## src/rtl/ft2_pkg.sv

```systemverilog
package ft2_pkg;

    // Widest codeword the membership helper can describe.
    localparam int MAX_W = 64;

    typedef enum logic {
        ST_IDLE = 1'b0,
        ST_PEEL = 1'b1
    } dec_state_e;

    typedef struct packed {
        logic found;    // some group holds exactly one erasure
        logic fix_val;  // value recovered for that erasure
    } peel_res_t;

    function automatic int info_bits(input int g);
        return g * (g - 1) / 2;
    endfunction

    // Columns that belong to group j: data bits whose pair holds j, plus check bit j.
    function automatic logic [MAX_W-1:0] group_cols(input int g, input int j);
        logic [MAX_W-1:0] m;
        int idx;
        m   = '0;
        idx = 0;
        for (int a = 0; a < g; a++) begin
            for (int b = a + 1; b < g; b++) begin
                if (a == j || b == j) m[idx] = 1'b1;
                idx++;
            end
        end
        m[info_bits(g) + j] = 1'b1;
        return m;
    endfunction

endpackage

```

## src/rtl/ft2_encoder.sv

```systemverilog
module ft2_encoder
    import ft2_pkg::*;
#(
    parameter int G = 6,
    localparam int N = G * (G - 1) / 2,
    localparam int W = N + G
) (
    input  logic [N-1:0] data,
    output logic [G-1:0] check
);
    for (genvar j = 0; j < G; j++) begin : g_chk
        localparam logic [W-1:0] GM = W'(group_cols(G, j));
        assign check[j] = ^(data & GM[N-1:0]);
    end
endmodule

```

## src/rtl/ft2_syndrome.sv

```systemverilog
module ft2_syndrome
    import ft2_pkg::*;
#(
    parameter int G = 6,
    localparam int N = G * (G - 1) / 2,
    localparam int W = N + G
) (
    input  logic [W-1:0] word,
    output logic [G-1:0] syn
);
    for (genvar j = 0; j < G; j++) begin : g_syn
        localparam logic [W-1:0] GM = W'(group_cols(G, j));
        assign syn[j] = ^(word & GM);
    end
endmodule

```

## src/rtl/ft2_peel_step.sv

```systemverilog
module ft2_peel_step
    import ft2_pkg::*;
#(
    parameter int G = 6,
    localparam int N = G * (G - 1) / 2,
    localparam int W = N + G
) (
    input  logic [W-1:0] word,   // erased positions hold 0
    input  logic [W-1:0] mask,
    output peel_res_t    res,
    output logic [W-1:0] clr     // one-hot position to restore
);
    logic [W-1:0] em [G];
    logic [G-1:0] single;
    logic [G-1:0] par;

    for (genvar j = 0; j < G; j++) begin : g_grp
        localparam logic [W-1:0] GM = W'(group_cols(G, j));
        assign em[j]     = mask & GM;
        assign single[j] = (em[j] != '0) && ((em[j] & (em[j] - W'(1))) == '0);
        assign par[j]    = ^(word & GM);
    end

    always_comb begin
        res.found   = 1'b0;
        res.fix_val = 1'b0;
        clr         = '0;
        for (int j = G - 1; j >= 0; j--) begin
            if (single[j]) begin
                res.found   = 1'b1;
                res.fix_val = par[j];
                clr         = em[j];
            end
        end
    end
endmodule

```

## src/rtl/ft2_codec.sv

```systemverilog
module ft2_codec
    import ft2_pkg::*;
#(
    parameter int G = 6,
    localparam int N = G * (G - 1) / 2,
    localparam int W = N + G
) (
    input  logic         clk,
    input  logic         rst,
    input  logic [N-1:0] enc_data,
    output logic [G-1:0] enc_check,
    input  logic         dec_start,
    input  logic         dec_check_only,
    input  logic [W-1:0] dec_word,
    input  logic [W-1:0] dec_erase,
    output logic         dec_busy,
    output logic         dec_done,
    output logic         dec_fail,
    output logic [W-1:0] dec_word_out,
    output logic [W-1:0] dec_unresolved,
    output logic [G-1:0] dec_syndrome
);
    dec_state_e   state_q;
    logic [W-1:0] word_q;
    logic [W-1:0] mask_q;
    logic         done_q;
    logic         fail_q;
    peel_res_t    step;
    logic [W-1:0] step_clr;

    ft2_encoder #(.G(G)) u_enc (
        .data  (enc_data),
        .check (enc_check)
    );

    ft2_syndrome #(.G(G)) u_syn (
        .word (word_q),
        .syn  (dec_syndrome)
    );

    ft2_peel_step #(.G(G)) u_peel (
        .word (word_q),
        .mask (mask_q),
        .res  (step),
        .clr  (step_clr)
    );

    always_ff @(posedge clk) begin
        if (rst) begin
            state_q <= ST_IDLE;
            word_q  <= '0;
            mask_q  <= '0;
            done_q  <= 1'b0;
            fail_q  <= 1'b0;
        end else begin
            done_q <= 1'b0;
            case (state_q)
                ST_IDLE: begin
                    if (dec_start) begin
                        fail_q <= 1'b0;
                        if (dec_check_only) begin
                            word_q <= dec_word;
                            mask_q <= '0;
                            done_q <= 1'b1;
                        end else begin
                            word_q  <= dec_word & ~dec_erase;
                            mask_q  <= dec_erase;
                            state_q <= ST_PEEL;
                        end
                    end
                end
                ST_PEEL: begin
                    if (mask_q == '0) begin
                        done_q  <= 1'b1;
                        state_q <= ST_IDLE;
                    end else if (step.found) begin
                        word_q <= word_q | (step.fix_val ? step_clr : '0);
                        mask_q <= mask_q & ~step_clr;
                    end else begin
                        done_q  <= 1'b1;
                        fail_q  <= 1'b1;
                        state_q <= ST_IDLE;
                    end
                end
                default: state_q <= ST_IDLE;
            endcase
        end
    end

    assign dec_busy       = (state_q == ST_PEEL);
    assign dec_done       = done_q;
    assign dec_fail       = fail_q;
    assign dec_word_out   = word_q;
    assign dec_unresolved = mask_q;
endmodule

```

## config.mk

```make
export PLATFORM = sky130hd
export DESIGN_NAME = ft2_codec
export DESIGN_NICKNAME = d
export VERILOG_FILES = /design/src/rtl/ft2_pkg.sv /design/src/rtl/ft2_encoder.sv /design/src/rtl/ft2_syndrome.sv /design/src/rtl/ft2_peel_step.sv /design/src/rtl/ft2_codec.sv
export SDC_FILE = /design/constraint.sdc
export NUM_CORES = 1
export LEC_CHECK = 0
export ABC_AREA = 0
export BUFFER_PORTS_ARGS = -buffer_cell sky130_fd_sc_hd__buf_2
export CAP_MARGIN = 30
export CORE_ASPECT_RATIO = 0.7
export CORE_MARGIN = 1
export CORE_UTILIZATION = 48
export CTS_CLUSTER_DIAMETER = 60
export DETAILED_ROUTE_END_ITERATION = 10
export GPL_TIMING_DRIVEN = 0
export HOLD_SLACK_MARGIN = 0.15
export PLACE_DENSITY = 0.76
export REMOVE_ABC_BUFFERS = 1
export SLEW_MARGIN = 10
export SYNTH_ARGS = -nofsm -noshare
export SYNTH_HDL_FRONTEND = slang
export SYNTH_SLANG_ARGS = --single-unit
export TNS_END_PERCENT = 10
```

## constraint.sdc

```tcl
create_clock -name clk -period 6.7 [get_ports clk]
set_input_delay 1.675 -clock clk [delete_from_list [all_inputs] [get_ports clk]]
set_output_delay 1.675 -clock clk [all_outputs]
set_load 0.03 [all_outputs]
```

* Yosys cells after proc, flatten, opt, wreduce, memory -nomap -nowiden
Index checks and enable logic that the tools add are counted.
** Word-level totals
- Bits in registers :: 45
- Word-level logic and storage cells :: 97
- Output and inout bits :: 57
** Operators by class
- Reduce and logical (&&, ||, !) cells :: 33
- Bitwise gates (word level) :: 12
- Add/sub/neg operators :: 6
- Muxes and demuxes :: 37
- Equality and inequality tests :: 4
** Operators with widths (count)
- $mux W21 :: 15
- $logic_not A21 Y1 :: 7
- $reduce_bool A21 Y1 :: 6
- $reduce_xor A21 Y1 :: 6
- $reduce_xor A15 Y1 :: 6
- $pmux W21 S2 :: 2
- $and A21 B21 Y21 :: 3
- $not A21 Y21 :: 2
- $and A16 B21 Y21 :: 1
- $and A17 B21 Y21 :: 1
- $and A18 B21 Y21 :: 1
- $and A19 B21 Y21 :: 1
- $and A20 B21 Y21 :: 1
- $or A21 B21 Y21 :: 1
- $sub A20 B1 Y21 const B :: 1
- $sub A21 B1 Y21 const B :: 1
- $sub A19 B1 Y20 const B :: 1
- $sub A18 B1 Y19 const B :: 1
- $sub A17 B1 Y18 const B :: 1
- $sub A16 B1 Y17 const B :: 1
- $mux W2 :: 6
- $mux W1 :: 11
- $logic_and A1 B1 Y1 :: 6
- $ne A2 B2 Y1 const B :: 3
- 4 further kinds :: 7

* Logic depth before layout (Yosys ltp)
Gate-level depths: netlist of run 1.
- Word-level depth :: 15
- Gate-level depth with buffers :: 10

* By module
Synthesis of run 1 repeated with hierarchy kept, for this count alone.
** Second synthesis, totals
- Cell total of the unflattened synthesis :: 491
- Area, all modules :: 3985.1 µm²
** Modules (own cells, without submodules)
- ft2_codec :: area each 2426.1 µm², cells an instance 293, times used 1
- ft2_peel_step :: area each 1026.0 µm², cells an instance 156, times used 1
- ft2_syndrome :: area each 292.8 µm², cells an instance 24, times used 1
- ft2_encoder :: area each 240.2 µm², cells an instance 18, times used 1

* Worst setup path before layout of run 1
No wires, ideal clock.
- Kind :: input -> output
- From :: in enc_data[3]
- To :: out enc_check[0]
- Path slack :: 2.554 ns
- Arrival time :: 2.471 ns
- Buffers on the path :: 0
- Data required time :: 5.025 ns
- Cell stages on the path :: 3
- Path through :: xnor2_1 -> xnor2_1 -> xnor2_1
** Between the ends
- Longest elaborated chain between the ends :: 1
** RTL lines
- start: declaration :: RTL line ft2_codec.sv:10 : input logic [N-1:0] enc_data,
- $reduce_xor A15 Y1 :: RTL line ft2_encoder.sv:13 : assign check[j] = ^(data & GM[N-1:0]);
- end: declaration :: RTL line ft2_codec.sv:11 : output logic [G-1:0] enc_check,
Every way passes these cells.

* Worst setup path in the final report of run 1
- From :: in enc_data[10]
- To :: out enc_check[4]
The elaborated chain is that of the path after synthesis.

==> results of run 1 <==
## state kept, by name, summed over array words and instances (netlist names)
name,cells
dec_fail,1
dec_done,1
dec_unresolved,21
dec_word_out,21
dec_busy,1
## where the power goes
part           switching, W  leakage (nW)  internal [W]
registers         0.0000374         0.369      0.000287
clock network      0.000101        0.0439     0.0000723
logic              0.000354          1.37      0.000183
## cell type report
cell class                      count  area [um^2]
Timing Repair Buffer              121          651
Tap cell                           94          118
Clock buffer                        5         68.8
Fill cell                         654         2690
Clock inverter                      3         17.5
Inverter                           31          116
Multi-Input combinational cell    356         2410
Sequential cell                    45          901
## critical path: cells and delay by family
family | cells | cell delay [ps]
buffers and inverters | 2 | 330
xor gates and xnor gates | 3 | 520
## cell families (layout without fill, tap and decap cells)
| group | count (synthesis) | after routing |
|---|---|---|
| DFF | 45 | 45 |
| muxes | 1 | 1 |
| adders and majority gates | 3 | 3 |
| AOI/OAI and AO/OA | 160 | 160 |
| xor gates and xnor gates | 57 | 57 |
| buffers and inverters | 67 | 160 |
| and+or+nand+nor | 135 | 135 |
## through the flow
| step | power (W) | area, um^2 | instances |
|---|---|---|---|
| CTS | 0.00103 | 4280 | 655 |
| global placement | 0.000840 | 4130 | 643 |
| detailed placement | 0.000855 | 4200 | 647 |
| finish | 0.00104 | 4280 | 655 |
| global route | 0.00108 | 4280 | 655 |
| floorplan | 0.000681 | 3430 | 432 |
## per-layer routing
metal | part of all wire | vias up | track usage
li1 | - | 1895 | -
met1 | 0.44 | 1882 | 0.457
met2 | 0.43 | 290 | 0.511
met3 | 0.12 | 20 | 0.0631
met4 | 0.013 | 0 | 0.0798
met5 | 0 | - | 0
## cell usage after synthesis (2+ instances only)
cell type	instances
xnor2_1	43
a211oi_1	7
xnor3_1	3
nand4_1	4
clkbuf_1	25
nor3b_1	5
xor2_1	11
nand2_1	26
nand4b_1	3
maj3_2	2
o21ai_1	2
nor3_1	15
a31oi_1	10
a211o_1	3
inv_1	30
nand3_1	24
buf_2	10
nor4_1	3
and3_1	5
or4b_1	2
o31ai_2	2
or4_1	2
a21oi_1	45
a311o_1	8
nor4b_1	3
or4_4	2
o31ai_1	3
a31o_2	2
nor2b_1	2
a311oi_1	7
o21a_1	2
a31oi_4	2
o211ai_1	11
o21bai_1	4
nor2_1	31
o21ai_0	35
a21o_1	2
dfxtp_1	45
## final timing paths
| path | from | to | cells past startpoint |
|---|---|---|---|
| worst max-delay path | enc_data[10] | enc_check[4] | 5 |
| worst min-delay path | dec_fail | dec_fail | 2 |
| worst max register to register | dec_unresolved[2] | dec_word_out[9] | 7 |
| worst min register to register | dec_fail | dec_fail | 2 |
==> out/results.txt, run 1 <==
CTS tree - built
CTS max path bufs - 2
Fin nets - 621
Diode count - 0
Arrival time at the worst endpoint - 2520 ps
Leakage - 1.78 nW
Crit start category - input pin
Leading area contributor after synthesis - dfxtp_1
Yosys warns - 0
Clock skew - 6.94 ps
CTS Hold Bufs - 0
Initial core utilization - 0.514
Post-synth EDFFs - 0
Total Wirelength - 12400 um
Die Width - 105 um
Post-layout worst setup margin - 2510 ps
Row count - 25
Max frequency - 0.238 GHz
Slowest stage delay, CP - 230 ps
Core box area - 6980 um^2
CTS Buf Count - 5
Post-Synth Simple-Gate Area - 0.200
Cell Area, Synth - 3580 um^2
Crit path time final - 4190 ps
Worst path cell trace - buf_2 > xnor2_1 > xnor2_1 > xnor2_1 > buf_2
Largest net degree at the start of global routing - 47
PortBufs - 117
Die area - 7820 um^2
Worst path required time - 5030 ps
Largest family of logic cells by synthesized area - compound AO/OA/AOI/OAI gates
Area contributors post-synth - dfxtp_1 (25%), xnor2_1 (11%), a21oi_1 (6.3%)
Max-cap viol count - 0
Final ANT Viol Nets - 0
CP endpoint kind - output port
Slew headroom - 0.380
CP Max Fanout - 2
Setup WS pre-CTS - 2500 ps
GR Util All Layers - 0.324
Most common cell after layout, fill and taps aside - buf_2
Drt pass-1 iters - 6
R2r setup slk - 3430 ps
Library cells used by synthesis - 65
Via-to-Cell Ratio - 6.24
Final setup fails - 0
Fin Hold WS - 521 ps
WS Path Type - in -> out
Compound-Gate Fraction of Synth Area - 0.309
Worst VDD drop - 0.000128 V
First-pass GRT wire length - 19500 um
Async set or reset register ratio after synthesis - 0
Post-synthesis sequential area ratio - 0.251
HP Class - reg -> reg
RSZ-0062 raised after global routing - no
CTS root buf - clkbuf_8
Period utilization - 0.626
Worst-Margin Slew - 923 ps
Initial DRC Count - 414
Placer congestion estimate - 0.965
# clock sinks - 45
Post-CTS Setup Bufs - 0
Crit-path slowest cell - xnor2_1
Status - completed
Share of layout cells above drive strength 1 - 0.266
Most frequent cells in the layout - buf_2 (117), a21oi_1 (45), dfxtp_1 (45)
Final core occ - 0.614
Fin. max-slew vios - 0
Die height - 74.3 um
DP HPWL - 9280 um
Synthesis-to-layout area growth - 19.6%
Via Count - 4087
Fin Setup TNS - 0 ps
Adder-Cell Fraction of Synth Area - 0.00908
Ports - 118
DRC errors left - 0
Clk slew on worst S/H paths - 90 ps
Congestion Overflow GR - 0
Power Density - 242 nW/um^2
H-tree lvl count - 2
Yosys reg bits - 45
Hold Violations, Final - 0
Worst-skew pair later-pin latency - 310 ps
Cell mode on critical path - xnor2_1
Mux cell area share after synthesis - 0.00279
Area fraction of the dominant cell type after synthesis - 0.251
Syn Inst Count - 468
Avg WL per Cell - 19.0 um
Mapped Avg Cell Area - 7.65 um^2
Synth Area in XOR/XNOR - 0.151
Initial antenna violation count - 0
CTS-repair resized insts - 0
Top_reg_cell synth - dfxtp_1
Vias in the first global route - 3730
No activity file was read; power rests on OpenSTA's default activity.
==> inputs of run 2 (changes only) <==
--- a/config.mk
+++ b/config.mk
@@ -5,17 +5,17 @@
 export SDC_FILE = /design/constraint.sdc
 export NUM_CORES = 1
 export LEC_CHECK = 0
-export ABC_AREA = 0
+export ABC_AREA = 1
 export BUFFER_PORTS_ARGS = -buffer_cell sky130_fd_sc_hd__buf_2
 export CAP_MARGIN = 30
 export CORE_ASPECT_RATIO = 0.7
 export CORE_MARGIN = 1
-export CORE_UTILIZATION = 48
+export CORE_UTILIZATION = 47
 export CTS_CLUSTER_DIAMETER = 60
 export DETAILED_ROUTE_END_ITERATION = 10
 export GPL_TIMING_DRIVEN = 0
 export HOLD_SLACK_MARGIN = 0.15
-export PLACE_DENSITY = 0.76
+export PLACE_DENSITY = 0.77
 export REMOVE_ABC_BUFFERS = 1
 export SLEW_MARGIN = 10
 export SYNTH_ARGS = -nofsm -noshare
==> constraint.sdc (replaced) <==
create_clock -name clk -period 3.4 [get_ports clk]
set_input_delay 0.85 -clock clk [delete_from_list [all_inputs] [get_ports clk]]
set_output_delay 0.85 -clock clk [all_outputs]
set_load 0.03 [all_outputs]
==> run 2 against run 1 <==
- clock power increased to 3.1 times the previous value
- design area is 5.6% higher
- worst hold slack worse by 2.2 ps
- core utilization down 0.97 points
- combinational power is 90% higher
- sequential power increased by 100%
- die area increased by 6.1%
- non-clock buffer count is 3 lower
- global-route usage down 2.1 points
- critical path type is now reg -> reg
- critical endpoint is now dec_word_out[2]
- largest power group unchanged
==> out/results.txt, run 2 <==
Status - completed
Clock power frac - 0.242 (+0.075)
Slowest stage delay, CP - 720 ps (+490 ps)
Placed inst area - 4340 um^2 (+3.3%)
FILL cells - 765 (+17%)
Combinational share of power - 0.462 (-0.057)
Async set or reset register ratio after synthesis - 0 (unchanged)
Via-to-Cell Ratio - 5.44 (-13%)
Fin. max-slew vios - 0 (unchanged)
Seq. cell area - 901 um^2 (unchanged)
Most frequent cells in the layout - nand2_1 (252), buf_2 (117), nor2_1 (55)
HP Class - reg -> reg
DRC errors left - 0 (unchanged)
Syn Inst Count - 648 (+38%)
Crit-path slowest cell - inv_2
Diode count - 0 (unchanged)
Post-synth EDFFs - 0 (unchanged)
Core box area - 7480 um^2 (+7.3%)
R2r setup slk - 360 ps (-3070 ps)
Drt pass-1 iters - 6 (unchanged)
Max-cap viol count - 0 (unchanged)
Fin Hold WS - 519 ps (-2.24 ps)
Total Wirelength - 12500 um (+0.80%)
Worst-skew pair later-pin latency - 290 ps (-20 ps)
Power Density - 486 nW/um^2 (+100%)
Slew headroom - 0.427 (+0.0472)
Post-synthesis sequential area ratio - 0.242 (-0.00979)
GR Util All Layers - 0.303 (-0.0211)
WS Path Type - reg -> reg
CTS Buf Count - 5 (unchanged)
Yosys reg bits - 45 (unchanged)
Synthesis-to-layout area growth - 21.3%
Switch share - 0.460 (-0.0163)
Setup WS pre-CTS - 429 ps (-2070 ps)
CTS-repair resized insts - 0 (unchanged)
Area contributors post-synth - nand2_1 (25%), dfxtp_1 (24%), a21oi_1 (7.3%)
Avg WL per Cell - 14.7 um (-22%)
Initial core utilization - 0.498 (-0.0154)
Critical R2R Capture - dec_word_out[2]
Initial antenna violation count - 0 (unchanged)
Multi-input logic area - 2510 um^2 (+3.9%)
CTS Hold Bufs - 0 (unchanged)
Final setup fails - 0 (unchanged)
Ports - 118 (unchanged)
Top_reg_cell synth - dfxtp_1
First-pass GRT wire length - 19800 um (+1.5%)
CTS root buf - clkbuf_16
FF-to-FF path depth - 7 (unchanged)
Hold Violations, Final - 0 (unchanged)
Clock skew - 4.09 ps (-2.85 ps)
NetSw - 0.00101 W (+110%)
Die height - 76.5 um (+3.0%)
Crit path time final - 3040 ps
Leading area contributor after synthesis - nand2_1
Leakage - 2.37 nW (+33%)
Fin Setup TNS - 0 ps (unchanged)
Power Internal - 0.00119 W (+120%)
Crit start category - flip-flop
Crit path to - dec_word_out[2]
CTS max path bufs - 2 (unchanged)
CP Depth - 7 (+2)
Cell Area, Synth - 3730 um^2 (+4.1%)
Placer congestion estimate - 0.939 (-2.7%)
Die area - 8300 um^2 (+6.1%)
R2R Path Start - dec_busy
Count leader, synth - nand2_1
CP endpoint kind - flip-flop
CP Buf/Inv Count - 2 (unchanged)
Worst path cell trace - inv_2 > nand2_1 > nand2_4 > inv_2 > nor2_1 > nand2_1 > a21oi_1
Post-layout worst setup margin - 361 ps (-2140 ps)
Mapped Avg Cell Area - 5.75 um^2 (-25%)
Row count - 26 (+4.0%)
Critical path origin - dec_busy
Period utilization - 0.894
Final ANT Viol Nets - 0 (unchanged)
Worst VDD drop - 0.000326 V (+160%)
CP top delay family - simple AND/OR/NAND/NOR gates
RSZ-0062 raised after global routing - no
Congestion Overflow GR - 0 (unchanged)
Worst path required time - 3610 ps (-1420 ps)
Library cells used by synthesis - 30 (-54%)
Area fraction of the dominant cell type after synthesis - 0.254 (+0.00229)
Vias in the first global route - 4118 (+10%)
CP Max Fanout - 46 (+44)
Post-CTS Setup Bufs - 0 (unchanged)
Most common cell after layout, fill and taps aside - nand2_1
DP HPWL - 9180 um (-1.2%)
PortBufs - 117 (unchanged)
# clock sinks - 45 (unchanged)
Largest net degree at the start of global routing - 47 (unchanged)
Via Count - 4630 (+13%)
Register share of total power - 0.297 (-0.016)
H-tree lvl count - 2 (unchanged)
Final core occ - 0.605 (-0.00965)
Final instance area - 4520 um^2 (+5.6%)
Initial DRC Count - 455 (+9.9%)
Worst-Margin Slew - 858 ps (-65.0 ps)
Share of layout cells above drive strength 1 - 0.206 (-0.0598)
Arrival time at the worst endpoint - 3250 ps (+730 ps)
Clk slew on worst S/H paths - 60 ps (-30 ps)
Fin nets - 813 (+31%)
Synth top cells by count - nand2_1 (252), nor2_1 (55), a21oi_1 (54)
Max frequency - 0.329 GHz
CTS tree - built
Yosys warns - 0 (unchanged)
Die Width - 108 um (+3.0%)
[run 2: cell count changes after synthesis, moves of 11 or more]
cell and change:
nand3_1 +17, o211ai_1 -11, nor2_1 +24, xnor2_1 -27
nand2_1 +226, inv_1 +22, clkbuf_1 -11
[run 2: area by class of cell]
| type | count | area share |
|---|---|---|
| well taps | 98 | 0.0271 |
| clock inverters | 1 | 0.00111 |
| inverters | 59 | 0.0490 |
| repair buffers | 118 | 0.136 |
| clock buffers | 7 | 0.0337 |
| flip-flops and latches | 45 | 0.199 |
| multi-input cells | 523 | 0.554 |
[run 2: how the worst min path moves through the flow]
stage | startpoint | endpoint | slack (ps) | cells past startpoint
after global placement | dec_word_out[15] | dec_word_out[15] | 500 | 1
after detailed placement | dec_fail | dec_fail | 510 | 2
after global routing | dec_fail | dec_fail | 550 | 2
final | dec_fail | dec_fail | 520 | 2
after floorplan | dec_unresolved[17] | dec_unresolved[17] | 600 | 2
after CTS | dec_fail | dec_fail | 520 | 2
[run 2: worst register-to-register path, stage by stage (launching register included)]
cell and delay (ps):
dfxtp_1 510, inv_2 720, nand2_1 620, nand2_4 600
inv_2 200, nor2_1 130, nand2_1 60, a21oi_1 120
[run 2: power groups by stage]
stage	Combinational [W]	Clock, W	Sequential [W]
6_report	0.00102	0.000532	0.000652
2_1_floorplan	0.000632	0	0.000721
3_3_place_gp	0.000977	0	0.000658
5_1_grt	0.00111	0.000549	0.000659
3_5_place_dp	0.000996	0	0.000660
4_1_cts	0.00100	0.000525	0.000649
[run 2: metal layers]
metal  up-vias  routed length (um)  GRT usage
met4         0                 133     0.0622
met3        16                1230     0.0470
li1       2264                   -          -
met2       245                5350      0.465
met5         -                   0          0
met1      2105                5830      0.442
[run 2: cell families after synthesis]
group	after synthesis	share of synthesized area
compound gates	106	0.157
simple gates	383	0.436
xor+xnor	34	0.0799
buf+inv	80	0.0856
flops	45	0.242
[run 2: metrics by stage]
step / cells / total power (W)
after floorplan: 627 / 0.00135
after global placement: 842 / 0.00164
after detailed placement: 842 / 0.00166
after CTS: 850 / 0.00217
after global routing: 851 / 0.00232
final: 851 / 0.00220
==> inputs of run 3 (changes only) <==
--- a/config.mk
+++ b/config.mk
@@ -8,14 +8,16 @@
 export ABC_AREA = 1
 export BUFFER_PORTS_ARGS = -buffer_cell sky130_fd_sc_hd__buf_2
 export CAP_MARGIN = 30
+export CELL_PAD_IN_SITES_DETAIL_PLACEMENT = 1
+export CELL_PAD_IN_SITES_GLOBAL_PLACEMENT = 1
 export CORE_ASPECT_RATIO = 0.7
 export CORE_MARGIN = 1
-export CORE_UTILIZATION = 47
+export CORE_UTILIZATION = 31
 export CTS_CLUSTER_DIAMETER = 60
 export DETAILED_ROUTE_END_ITERATION = 10
 export GPL_TIMING_DRIVEN = 0
 export HOLD_SLACK_MARGIN = 0.15
-export PLACE_DENSITY = 0.77
+export PLACE_DENSITY_LB_ADDON = 0.1
 export REMOVE_ABC_BUFFERS = 1
 export SLEW_MARGIN = 10
 export SYNTH_ARGS = -nofsm -noshare
==> run 3 against run 2 <==
- register-to-register slack improved by 280 ps
- final cell count rose by 6.7%
- count of clock-buffer cells in the layout is 2 lower
- largest power group unchanged
- via count down 2.9%
- critical path type unchanged
==> out/results.txt, run 3 (synthesized netlist as in run 2, its figures left out) <==
Status - completed
First-pass GRT wire length - 23200 um (+17%)
Slew headroom - 0.515 (+0.0879)
Ports - 118 (unchanged)
Die area - 12500 um^2 (+50%)
Fin cells - 908 (+6.7%)
CTS Hold Bufs - 0 (unchanged)
Worst path cell trace - inv_4 > nand2_1 > nand2_4 > inv_2 > nor2_1 > nand2_1 > a21oi_1
# clock sinks - 45 (unchanged)
Drt pass-1 iters - 4 (-2)
RSZ-0062 raised after global routing - no
Largest net degree at the start of global routing - 47 (unchanged)
Crit-path slowest cell - nand2_4
Congestion Overflow GR - 0 (unchanged)
R2R Path Start - dec_busy
Row count - 33 (+27%)
Power Internal - 0.00114 W (-4.1%)
H-tree lvl count - 2 (unchanged)
Clk slew on worst S/H paths - 70 ps (about the same)
Slowest stage delay, CP - 570 ps (-150 ps)
Arrival time at the worst endpoint - 2970 ps (-280 ps)
Via-to-Cell Ratio - 4.95 (-9.0%)
Max frequency - 0.362 GHz (+10%)
Crit start category - flip-flop
PortBufs - 117 (unchanged)
Avg WL per Cell - 16.2 um (+10%)
Synthesis-to-layout area growth - 22.7%
Most common cell after layout, fill and taps aside - nand2_1
Clock skew - 8.00 ps (+3.91 ps)
NetSw - 0.00103 W (+1.8%)
GR Util All Layers - 0.239 (-0.0634)
Dpl cells - 902 (+7.1%)
Max-cap viol count - 0 (unchanged)
Worst VDD drop - 0.000268 V (-18%)
Fin. max-slew vios - 0 (unchanged)
CP Max Fanout - 46 (unchanged)
HP Class - reg -> reg
Hold Crit Start - dec_unresolved[17]
Die height - 93.7 um (+23%)
Vias in the first global route - 4436 (+7.7%)
Leakage - 2.35 nW (-0.58%)
Critical path origin - dec_busy
Total Wirelength - 14700 um (+17%)
Initial antenna violation count - 0 (unchanged)
Hold Violations, Final - 0 (unchanged)
Worst-skew pair later-pin latency - 290 ps (about the same)
Initial core utilization - 0.318 (-0.180)
Placer congestion estimate - 0.846 (-9.9%)
Final ANT Viol Nets - 0 (unchanged)
Share of layout cells above drive strength 1 - 0.204 (-0.00211)
DRC errors left - 0 (unchanged)
WS Path Type - reg -> reg
Diode count - 0 (unchanged)
Initial DRC Count - 205 (-55%)
Cell mode on critical path - nand2_1
Switch share - 0.474 (+0.0148)
Period utilization - 0.812 (-0.0818)
DP HPWL - 11400 um (+24%)
Final setup fails - 0 (unchanged)
Most frequent cells in the layout - nand2_1 (252), buf_2 (117), nor2_1 (55)
Die Width - 133 um (+23%)
Core box area - 11700 um^2 (+57%)
CP endpoint kind - flip-flop
Fin Setup TNS - 0 ps (unchanged)
CTS Buf Count - 5 (unchanged)
Combinational share of power - 0.477 (+0.015)
CTS root buf - clkbuf_16
Fin nets - 813 (unchanged)
Via Count - 4495 (-2.9%)
Crit path time final - 2760 ps (-278 ps)
Worst path required time - 3610 ps (about the same)
Register share of total power - 0.302 (+0.005)
CTS tree - built
Clock power frac - 0.220 (-0.022)
Power Density - 474 nW/um^2 (-2.4%)
Worst-Margin Slew - 727 ps (-131 ps)
CTS max path bufs - 2 (unchanged)
[run 3: changes by cell type in the layout (fill, tap and decap cells not counted)]
cell and delta:
inv_4 +1, inv_2 -1, clkbuf_8 -2
[run 3: path summary, 6_finish.rpt]
kind | slack (ps) | to | cells after the start
setup reg to reg | 640 | dec_word_out[1] | 7
hold reg to reg | 520 | dec_unresolved[17] | 2
setup / recovery | 640 | dec_word_out[1] | 7
hold / removal | 520 | dec_unresolved[17] | 2
[run 3: cell type report]
class                   count  area [um^2]
flip-flops and latches     45          901
multi-input cells         523         2510
clock inverters             1         5.00
well taps                 157          196
clock buffers               5          125
fillers                  1633         7150
inverters                  59          224
repair buffers            118          613
[run 3: power groups by stage]
stage	sequential [W]	combinational, W	clock, W
floorplan	0.000721	0.000632	0
global placement	0.000664	0.00101	0
detailed placement	0.000667	0.00104	0
CTS	0.000655	0.00104	0.000488
global route	0.000664	0.00114	0.000507
finish	0.000656	0.00104	0.000478
[run 3: metrics by stage]
stage	power (W)	cell area, um^2	setup slack, ps	hold WS (ps)	util
after global placement	0.00167	4410	234	504	0.376
after global routing	0.00231	4570	400	550	0.390
after CTS	0.00218	4570	210	522	0.390
after detailed placement	0.00170	4440	219	511	0.379
after floorplan	0.00135	3630	849	600	-
final	0.00217	4570	639	522	0.390
[run 3: timing repair]
action | CTS | global route
setup buffers | 0 | 0
hold endpoints to repair | 0 | 0
resized for setup | 0 | 2
setup endpoints to repair | 0 | 1
[run 3: critical path, delay by kind of cell (launching register included)]
family	cells	cell delay (ps)
flip-flops	1	510
AO/OA/AOI/OAI	1	140
AND/OR/NAND/NOR	4	1280
buffers and inverters	2	730
[run 3: metal layers]
| metal | up-vias | global-route usage | wire [um] |
|---|---|---|---|
| met2 | 89 | 0.398 | 6540 |
| met1 | 2131 | 0.333 | 7390 |
| li1 | 2268 | - | - |
| met3 | 7 | 0.0318 | 723 |
| met5 | - | 0 | 0 |
| met4 | 0 | 0.0383 | 65 |
